`src/rtl/l1a_burst_pkg.sv`:
```
`timescale 1ns/1ps
package l1a_burst_pkg;
  // Sequencer phases: idle, pulse cycle, idle gap between pulses
  typedef enum logic [1:0] {
    SEQ_IDLE  = 2'd0,
    SEQ_PULSE = 2'd1,
    SEQ_GAP   = 2'd2
  } seq_state_e;
endpackage

```
`src/rtl/l1a_gap_timer.sv`:
```
`timescale 1ns/1ps
module l1a_gap_timer #(
  parameter int GAP_W = 8
) (
  input  logic             clk,
  input  logic             rst_n,
  input  logic             load,
  input  logic [GAP_W-1:0] load_val,
  input  logic             run,
  output logic             expired
);
  logic [GAP_W-1:0] remain_q;

  always_ff @(posedge clk or negedge rst_n) begin
    if (!rst_n)
      remain_q <= '0;
    else if (load)
      remain_q <= load_val;
    else if (run && (remain_q != '0))
      remain_q <= remain_q - 1'b1;
  end

  assign expired = (remain_q == '0);

  // a running timer steps down by one each cycle
  a_r4_timer_step: assert property (@(posedge clk) disable iff (!rst_n)
    (!load && run && !expired) |=> (remain_q == $past(remain_q) - 1'b1));

  // an idle timer holds its value
  a_r4_timer_hold: assert property (@(posedge clk) disable iff (!rst_n)
    (!load && !run) |=> $stable(remain_q));
endmodule

```
`src/rtl/l1a_burst_seq.sv`:
```
`timescale 1ns/1ps
module l1a_burst_seq
  import l1a_burst_pkg::*;
#(
  parameter int CNT_W = 8,
  parameter int GAP_W = 8
) (
  input  logic             clk,
  input  logic             rst_n,
  input  logic             start,
  input  logic [CNT_W-1:0] start_cnt,
  input  logic [GAP_W-1:0] start_gap,
  output logic             pulse_o,
  output logic             busy_o
);
  seq_state_e       state_q;
  logic [CNT_W-1:0] rem_q;   // pulses still due after the current one
  logic [GAP_W-1:0] gap_q;
  logic             tmr_load;
  logic             tmr_run;
  logic             tmr_done;

  assign tmr_load = (state_q == SEQ_PULSE) && (rem_q != '0) && (gap_q != '0);
  assign tmr_run  = (state_q == SEQ_GAP);

  l1a_gap_timer #(.GAP_W(GAP_W)) gap_tmr_i (
    .clk      (clk),
    .rst_n    (rst_n),
    .load     (tmr_load),
    .load_val (gap_q - 1'b1),
    .run      (tmr_run),
    .expired  (tmr_done)
  );

  always_ff @(posedge clk or negedge rst_n) begin
    if (!rst_n) begin
      state_q <= SEQ_IDLE;
      rem_q   <= '0;
      gap_q   <= '0;
    end else begin
      unique case (state_q)
        SEQ_IDLE: if (start) begin
          state_q <= SEQ_PULSE;
          rem_q   <= (start_cnt == '0) ? '0 : start_cnt - 1'b1;
          gap_q   <= start_gap;
        end
        SEQ_PULSE: begin
          if (rem_q == '0) begin
            state_q <= SEQ_IDLE;
          end else if (gap_q == '0) begin
            rem_q <= rem_q - 1'b1;
          end else begin
            state_q <= SEQ_GAP;
          end
        end
        SEQ_GAP: if (tmr_done) begin
          state_q <= SEQ_PULSE;
          rem_q   <= rem_q - 1'b1;
        end
        default: state_q <= SEQ_IDLE;
      endcase
    end
  end

  assign pulse_o = (state_q == SEQ_PULSE);
  assign busy_o  = (state_q != SEQ_IDLE);

  // a burst opens with a pulse
  a_r5_opens_with_pulse: assert property (@(posedge clk) disable iff (!rst_n)
    $rose(busy_o) |-> pulse_o);

  // busy drops only right after a pulse
  a_r5_closes_after_pulse: assert property (@(posedge clk) disable iff (!rst_n)
    $fell(busy_o) |-> $past(pulse_o));

  // a write during a burst leaves the programmed gap untouched
  a_r6_busy_write_dropped: assert property (@(posedge clk) disable iff (!rst_n)
    (busy_o && start) |=> (gap_q == $past(gap_q)));

  // pulses still owed keep the burst alive
  a_r3_owed_keeps_busy: assert property (@(posedge clk) disable iff (!rst_n)
    (pulse_o && (rem_q != '0)) |=> busy_o);
endmodule

```
`src/rtl/l1a_accept_ctr.sv`:
```
`timescale 1ns/1ps
module l1a_accept_ctr #(
  parameter int ACC_W = 24
) (
  input  logic             clk,
  input  logic             rst_n,
  input  logic             clr,
  input  logic             inc,
  output logic [ACC_W-1:0] cnt_o
);
  logic [ACC_W-1:0] cnt_q;

  always_ff @(posedge clk or negedge rst_n) begin
    if (!rst_n)
      cnt_q <= '0;
    else if (clr)
      cnt_q <= '0;
    else if (inc)
      cnt_q <= cnt_q + 1'b1;
  end

  assign cnt_o = cnt_q;

  // clear wins over an increment in the same cycle
  a_r10_clear_wins: assert property (@(posedge clk) disable iff (!rst_n)
    clr |=> (cnt_q == '0));

  // one step per counted cycle
  a_r7_single_step: assert property (@(posedge clk) disable iff (!rst_n)
    (!clr && inc) |=> (cnt_q == $past(cnt_q) + 1'b1));

  // no event, no change
  a_r7_hold: assert property (@(posedge clk) disable iff (!rst_n)
    (!clr && !inc) |=> $stable(cnt_q));

  // all ones rolls over to zero
  a_r9_wrap: assert property (@(posedge clk) disable iff (!rst_n)
    (!clr && inc && (cnt_q == '1)) |=> (cnt_q == '0));
endmodule

```
`src/rtl/l1a_burst_gen.sv`:
```
`timescale 1ns/1ps
module l1a_burst_gen #(
  parameter int CNT_W = 8,
  parameter int GAP_W = 8,
  parameter int ACC_W = 24,
  parameter int LO_W  = 16
) (
  input  logic                   clk,
  input  logic                   rst_n,
  input  logic                   ctl_wr,
  input  logic [CNT_W+GAP_W-1:0] ctl_data,
  input  logic                   cmd_wr,
  input  logic                   cmd_evn_clr,
  input  logic                   cmd_bx_clr,
  input  logic                   acc_in,
  output logic                   l1a_o,
  output logic                   busy_o,
  output logic                   bx_clr_o,
  output logic [LO_W-1:0]        cnt_lo_o,
  output logic [LO_W-1:0]        cnt_hi_o
);
  localparam int CTL_W = CNT_W + GAP_W;
  localparam int HI_W  = ACC_W - LO_W;

  logic             pulse;
  logic [ACC_W-1:0] acc_cnt;
  logic             bx_q;

  l1a_burst_seq #(.CNT_W(CNT_W), .GAP_W(GAP_W)) seq_i (
    .clk       (clk),
    .rst_n     (rst_n),
    .start     (ctl_wr),
    .start_cnt (ctl_data[CNT_W-1:0]),
    .start_gap (ctl_data[CTL_W-1:CNT_W]),
    .pulse_o   (pulse),
    .busy_o    (busy_o)
  );

  l1a_accept_ctr #(.ACC_W(ACC_W)) ctr_i (
    .clk   (clk),
    .rst_n (rst_n),
    .clr   (cmd_wr && cmd_evn_clr),
    .inc   (pulse || acc_in),
    .cnt_o (acc_cnt)
  );

  always_ff @(posedge clk or negedge rst_n) begin
    if (!rst_n)
      bx_q <= 1'b0;
    else
      bx_q <= cmd_wr && cmd_bx_clr;
  end

  assign l1a_o    = pulse;
  assign bx_clr_o = bx_q;
  assign cnt_lo_o = acc_cnt[LO_W-1:0];
  assign cnt_hi_o = {{(LO_W-HI_W){1'b0}}, acc_cnt[ACC_W-1:LO_W]};

  // a bx clear request yields the pulse in the following cycle
  a_r11_bx_follows: assert property (@(posedge clk) disable iff (!rst_n)
    (cmd_wr && cmd_bx_clr) |=> bx_clr_o);

  // the pulse lasts one cycle unless requested again
  a_r11_bx_single: assert property (@(posedge clk) disable iff (!rst_n)
    (bx_clr_o && !(cmd_wr && cmd_bx_clr)) |=> !bx_clr_o);

  // a generated pulse moves the low count word unless cleared
  a_r7_pulse_counted: assert property (@(posedge clk) disable iff (!rst_n)
    (l1a_o && !(cmd_wr && cmd_evn_clr)) |=> (cnt_lo_o == $past(cnt_lo_o) + 1'b1));
endmodule

```
`config.mk`:
```
export PLATFORM = sky130hd
export DESIGN_NAME = l1a_burst_gen
export DESIGN_NICKNAME = d
export VERILOG_FILES = /design/src/rtl/l1a_burst_pkg.sv /design/src/rtl/l1a_gap_timer.sv /design/src/rtl/l1a_burst_seq.sv /design/src/rtl/l1a_accept_ctr.sv /design/src/rtl/l1a_burst_gen.sv
export SDC_FILE = /design/constraint.sdc
export NUM_CORES = 1
export LEC_CHECK = 0
export BUFFER_PORTS_ARGS = -buffer_cell sky130_fd_sc_hd__buf_2
export CAP_MARGIN = 20
export CORE_AREA = 2 2 122 76
export DETAILED_ROUTE_END_ITERATION = 8
export DIE_AREA = 0 0 124 78
export GPL_TIMING_DRIVEN = 0
export REMOVE_ABC_BUFFERS = 1
export SYNTH_ARGS = -nofsm -noshare
export SYNTH_HDL_FRONTEND = slang
export SYNTH_SLANG_ARGS = --single-unit
```
`constraint.sdc`:
```
create_clock -name clk -period 3.9 [get_ports clk]
set_clock_uncertainty 0.05 [all_clocks]
set_input_delay 0 -clock clk [delete_from_list [all_inputs] [get_ports clk]]
set_output_delay 0 -clock clk [all_outputs]
set_load 0.005 [all_outputs]
```
**After elaboration in Yosys (flattened, before gate mapping)**

Index checks and enable logic that the tools add are counted.

- $add $sub $neg: 5
- Equality and inequality tests: 7
- Mux-type cells: 15
- Reductions and logical operators: 21

Operators with widths:

| cell | number |
|---|---|
| $mux W8 | 7 |
| $mux W24 | 2 |
| $logic_not A8 Y1 | 4 |
| $sub A8 B1 Y8 const B | 4 |
| $add A24 B1 Y24 const B | 1 |
| $pmux W8 S3 | 1 |
| $reduce_bool A8 Y1 | 3 |
| $mux W2 | 4 |
| $pmux W2 S3 | 1 |
| $reduce_bool A2 Y1 | 3 |
| $logic_and A1 B1 Y1 | 5 |
| $reduce_and A5 Y1 | 1 |
| $ne A2 B1 Y1 const B | 2 |
| $ne A2 B2 Y1 const B | 2 |
| $ne A3 B2 Y1 const B | 1 |
| $reduce_and A3 Y1 | 1 |
| $reduce_bool A3 Y1 | 1 |
| $eq A2 B1 Y1 const B | 1 |
| $eq A2 B2 Y1 const B | 1 |
| $logic_not A2 Y1 | 1 |
| $reduce_and A2 Y1 | 1 |
| $logic_or A1 B1 Y1 | 1 |

- Register bits: 51
- Input port bits: 23

**Longest topological paths before layout**

- Depth after elaboration: 4
- Depth in mapped cells: 13
- Gate-level depth less buffers: 12

**Modules after synthesis**

Synthesis repeated with hierarchy kept, for this count alone.

- Cells, all modules: 337
- Area total of the unflattened synthesis: 3201.8 um^2

By module, submodules not included:

| module | sequential area each (um^2) | area each (um^2) | times used | cells an instance |
|---|---|---|---|---|
| l1a_burst_seq | 450.4 | 1327.5 | 1 | 137 |
| l1a_accept_ctr | 600.6 | 1238.7 | 1 | 129 |
| l1a_gap_timer | 200.2 | 528.0 | 1 | 58 |
| l1a_burst_gen | 25.0 | 107.6 | 1 | 13 |

**Least setup slack after synthesis**

OpenSTA, ideal clock, no wires.

- Path kind: reg2reg
- Start: reg seq_i.rem_q[0]
- End: reg seq_i.gap_tmr_i.remain_q[6]
- Stages on the path, launching flop included: 12
- Slack: 1.116 ns
- Setup time: 0.126 ns
- Data arrival time: 2.608 ns
- Required time: 3.724 ns
- Buffers on the path: 1
- Cell sequence: dfrtp_1 > inv_1 > ha_1 > nor4b_4 > a21boi_1 > nand2_1 > buf_2 > mux2i_1 > ha_1 > nand3b_1 > or4_1 > a311o_1

- Longest elaborated chain between the ends: 4
- Elaborated cells on any way between the ends: 5
- Those cells by class: mux (1); reduce/logical (4)

RTL lines:

| item | RTL line | RTL |
|---|---|---|
| from (decl) | l1a_burst_seq.sv:17 | `logic [CNT_W-1:0] rem_q;` |
| from (signal assigned) | l1a_burst_seq.sv:44 | `rem_q <= (start_cnt == '0) ? '0 : start_cnt - 1'b1;` |
| from (signal assigned) | l1a_burst_seq.sv:51 | `rem_q <= rem_q - 1'b1;` |
| from (signal assigned) | l1a_burst_seq.sv:58 | `rem_q <= rem_q - 1'b1;` |
| $reduce_bool A8 Y1 (*) | l1a_burst_seq.sv:23 | `assign tmr_load = (state_q == SEQ_PULSE) && (rem_q != '0) && (gap_q != '0);` |
| $logic_and A1 B1 Y1 (*) (2 in series) | l1a_burst_seq.sv:23 |  |
| $mux W8 or $reduce_bool A2 Y1 (tied branches) | n/a |  |
| to (signal assigned) | l1a_gap_timer.sv:18 | `remain_q <= load_val;` |
| to (signal assigned) | l1a_gap_timer.sv:20 | `remain_q <= remain_q - 1'b1;` |
| to (decl) | l1a_gap_timer.sv:12 | `logic [GAP_W-1:0] remain_q;` |

Every way passes the cells marked *; elsewhere a longest branch is shown, timed or not.
A chain may end at the register's enable or synchronous reset.

**Final worst setup path**

Ends and elaborated chain as after synthesis.

==> reports/metrics.csv <==
stage;metric;value;unit
layout;fin nets;411;
drt;routed via count;2502;
floorplan;Core Rows;26;
sta;final setup TNS;0;ns
logic_synthesis;post-synth cell types;48;
power;Cell Pwr Density;660;nW/um^2
place;I/O Buffers;49;
power;Leak;1.68;nW
clock_tree;Reg clk slew, reported paths;0.06;ns
floorplan;DIE HEIGHT;78;um
clock_tree;CTS tree;built;
clock_tree;CTS H-tree lvls;2;
global_route;largest net degree at the start of global routing;29;
place;GPL Wtd Cong;0.830;
outcome;outcome;complete, no violations;
sta;post-layout minimum cycle time;3.28;ns
logic_synthesis;Synth Area per Inst;9.46;sq um
drt;Post-DRT Antenna Nets;0;
logic_synthesis;Post-synth EDFFs;0;
floorplan;die area;9670;sq um
run;MaxCap Viol Count;0;
global_route;total gr overflow;0;
drt;DRC errors left;0;
global_route;vias in the first global route;2409;
clock_tree;Post-CTS Setup Bufs;0;
logic_synthesis;Post-Syn Instances;318;
layout;register area;1280;sq um
drt;total wire length;6690;um
sta;fmax;0.305;GHz
floorplan;Chip Width;124;um
layout;Syn-to-layout area delta;19.8;%
logic_synthesis;asr flop ratio synth;100;%
worst_setup_path;Req. time, crit path;4.02;ns
layout;layout cell share with drive strength beyond 1;19.2;%
logic_synthesis;Post-Syn Area;3010;sq um
drt;drt wl/cell;13.6;um
logic_synthesis;Yosys reg bits;51;
sta;Final WS setup;0.623;ns
drt;Iter 0 DRT Violations;137;
sta;final setup fails;0;
min_path;Hold Path Class;input pin to flop;
floorplan;Initial Utilization;35.6;%
layout;number of fill cells in the layout;870;
floorplan;Core ar.;8460;sq um
power;Worst VDD drop;0.000261;V
sta;final hold violations;0;
layout;Multi-input gate area;1630;sq um
clock_tree;deepest clock path buffer count;2;
clock_tree;clk_lat worst skew;0.28;ns
logic_synthesis;predominant post-synthesis flop cell;dfrtp_1;
place;dpl hpwl;5010;um
sta;Rel. slew slack;39.9;%
clock_tree;cts repair resizes;0;
worst_setup_path;startpoint types;flop;
worst_setup_path;crit-path max FO;14;
clock_tree;Sink Count;51;
worst_setup_path;CP arrival;3.40;ns
global_route;total track usage;15.0;%
worst_setup_path;Setup CP Type;flop to flop;
worst_setup_path;CP endpoint kind;flop;
sta;max-slew violation count;0;
drt;vias per cell;5.09;
logic_synthesis;YS warnings;0;
clock_tree;clk root buf;clkbuf_16;
layout;ANT cells;0;
global_route;initial antenna violation count;0;
place;pre-CTS setup slack;0.627;ns
sta;Least-Margin Pin Slew;0.901;ns
global_route;first-pass GRT wire length;11500;um
logic_synthesis;sequential share of the synthesized area;42.4;%
worst_setup_path;Reg2Reg Setup Slack;0.62;ns
sta;final worst-path cycle share;84.0;%
floorplan;IO Pins;58;
drt;TritonRoute pass-1 iters;6;
clock_tree;total CTS buffers;5;
sta;unrepaired setup endpoints after global routing;false;
[final timing paths]
check                                            from                                      end  cells after the start
min reg2reg                seq_i.rem_q[6]$_DFFE_PN0P_               seq_i.rem_q[6]$_DFFE_PN0P_                      1
max in group asynchronous                       rst_n  seq_i.gap_tmr_i.remain_q[2]$_DFFE_PN0P_                      3
max                        seq_i.rem_q[0]$_DFFE_PN0P_  seq_i.gap_tmr_i.remain_q[6]$_DFFE_PN0P_                     10
max reg2reg                seq_i.rem_q[0]$_DFFE_PN0P_  seq_i.gap_tmr_i.remain_q[6]$_DFFE_PN0P_                     10
min                                            ctl_wr             seq_i.state_q[1]$_DFFE_PN0P_                      4
min in group asynchronous                       rst_n              ctr_i.cnt_o[14]$_DFFE_PN0P_                      2
[layer usage]
layer	track usage, %	up-vias	share of wire (%)
met5	0	-	0
met2	23.1	50	45
met3	3.68	2	4.3
met1	21.4	1227	51
li1	-	1223	-
met4	2.70	0	0.28
[synthesized netlist by cell type (all sizes together), types with 5 or more instances]
cell type	n	area share, %
dfrtp	51	42
nor2	40	5.0
nand2	29	3.6
xor2	22	6.4
o21ai	20	3.3
nand3	13	2.2
a21oi	10	2.0
buf	10	2.5
inv	10	1.2
ha	9	3.7
xnor2	9	2.6
mux2	8	3.0
mux2i	7	2.3
nor3	7	1.2
a22o	5	1.5
clkbuf	5	0.62
nand4	5	1.0
nor3b	5	1.6
o22ai	5	1.0
[final cells by class]
| class | instances | area share, % |
|---|---|---|
| Multi-Input combinational cell | 249 | 45.1 |
| Tap cell | 112 | 3.89 |
| Clock buffer | 7 | 3.68 |
| Timing Repair Buffer | 62 | 10.7 |
| Inverter | 10 | 1.04 |
| Clock inverter | 1 | 0.139 |
| Sequential cell | 51 | 35.4 |
[where the power goes]
| group | switching, mW | internal [mW] | leakage (nW) |
|---|---|---|---|
| Combinational | 0.598 | 0.497 | 0.959 |
| Clock | 0.182 | 0.238 | 0.0679 |
| Sequential | 0.176 | 0.687 | 0.657 |
| Total | 0.956 | 1.42 | 1.68 |
[stage by stage]
step                      power, mW  hold slack, ns  utilization [%]  instance area (sq um)  cells
after floorplan                1.67          -0.346                -                   2940    310
after global placement         1.92           0.167             39.3                   3320    471
after detailed placement       1.95         -0.0175             39.5                   3340    472
after CTS                      2.39          0.0889             42.6                   3600    492
after global routing           2.59           0.121             42.6                   3600    492
final                          2.38          0.0976             42.6                   3600    492
[critical path, cell delays in order, from the launching register on]
cell and delay [ns]:
dfrtp_1 0.38, inv_1 0.11, ha_1 0.21, nor4b_4 0.14, a21boi_1 0.39, nand2_1 0.45
mux2i_1 0.28, ha_1 0.30, nand3b_1 0.09, or4_1 0.40, a311o_1 0.35
[cell usage in the layout (no fill, tap or decap), types with 2 or more instances in the layout]
cell type | netlist | final
dfrtp_1 | 51 | 51
buf_2 | 1 | 49
nor2_1 | 40 | 40
nand2_1 | 29 | 29
xor2_1 | 22 | 22
nand3_1 | 13 | 13
dlygate4sd3_1 | 0 | 12
o21ai_0 | 11 | 11
inv_1 | 10 | 10
o21ai_1 | 9 | 9
a21oi_1 | 9 | 9
xnor2_1 | 9 | 9
ha_1 | 9 | 9
mux2_2 | 8 | 8
conb_1 | 1 | 8
nor3_1 | 7 | 7
mux2i_1 | 7 | 7
nand4_1 | 5 | 5
a22o_1 | 5 | 5
o22ai_1 | 5 | 5
clkbuf_16 | 0 | 5
and2_1 | 4 | 4
and4_1 | 4 | 4
and3_1 | 4 | 4
nor3b_1 | 4 | 4
nor4_1 | 3 | 3
nand2b_1 | 3 | 3
nand3b_1 | 3 | 3
o31ai_1 | 3 | 3
or3_1 | 3 | 3
a21boi_1 | 2 | 2
or2_2 | 2 | 2
or4_4 | 2 | 2
or2_1 | 2 | 2
or4_1 | 2 | 2
clkbuf_1 | 5 | 2
[state kept, by name, indices dropped and copies added (netlist names)]
| register | count |
|---|---|
| seq_i.state_q | 2 |
| ctr_i.cnt_o | 24 |
| seq_i.rem_q | 8 |
| bx_clr_o | 1 |
| seq_i.gap_q | 8 |
| seq_i.gap_tmr_i.remain_q | 8 |
[logic make-up after synthesis]
group                    share of synthesized area [%]
AND/OR/NAND/NOR                                   22.9
AO/OA/AOI/OAI                                     12.0
flip-flops                                        42.4
XOR/XNOR                                          9.03
buffers and inverters                             4.41
multiplexers                                      5.32
adder cells (fa/ha/maj)                           3.74
other                                            0.125
[repair_timing]
| item | in CTS | in global routing |
|---|---|---|
| hold buffers | 12 | 0 |
| endpoints found under the setup margin | 0 | 0 |
| hold endpoints to repair | 33 | 0 |
No activity file was read; power rests on OpenSTA's default activity.
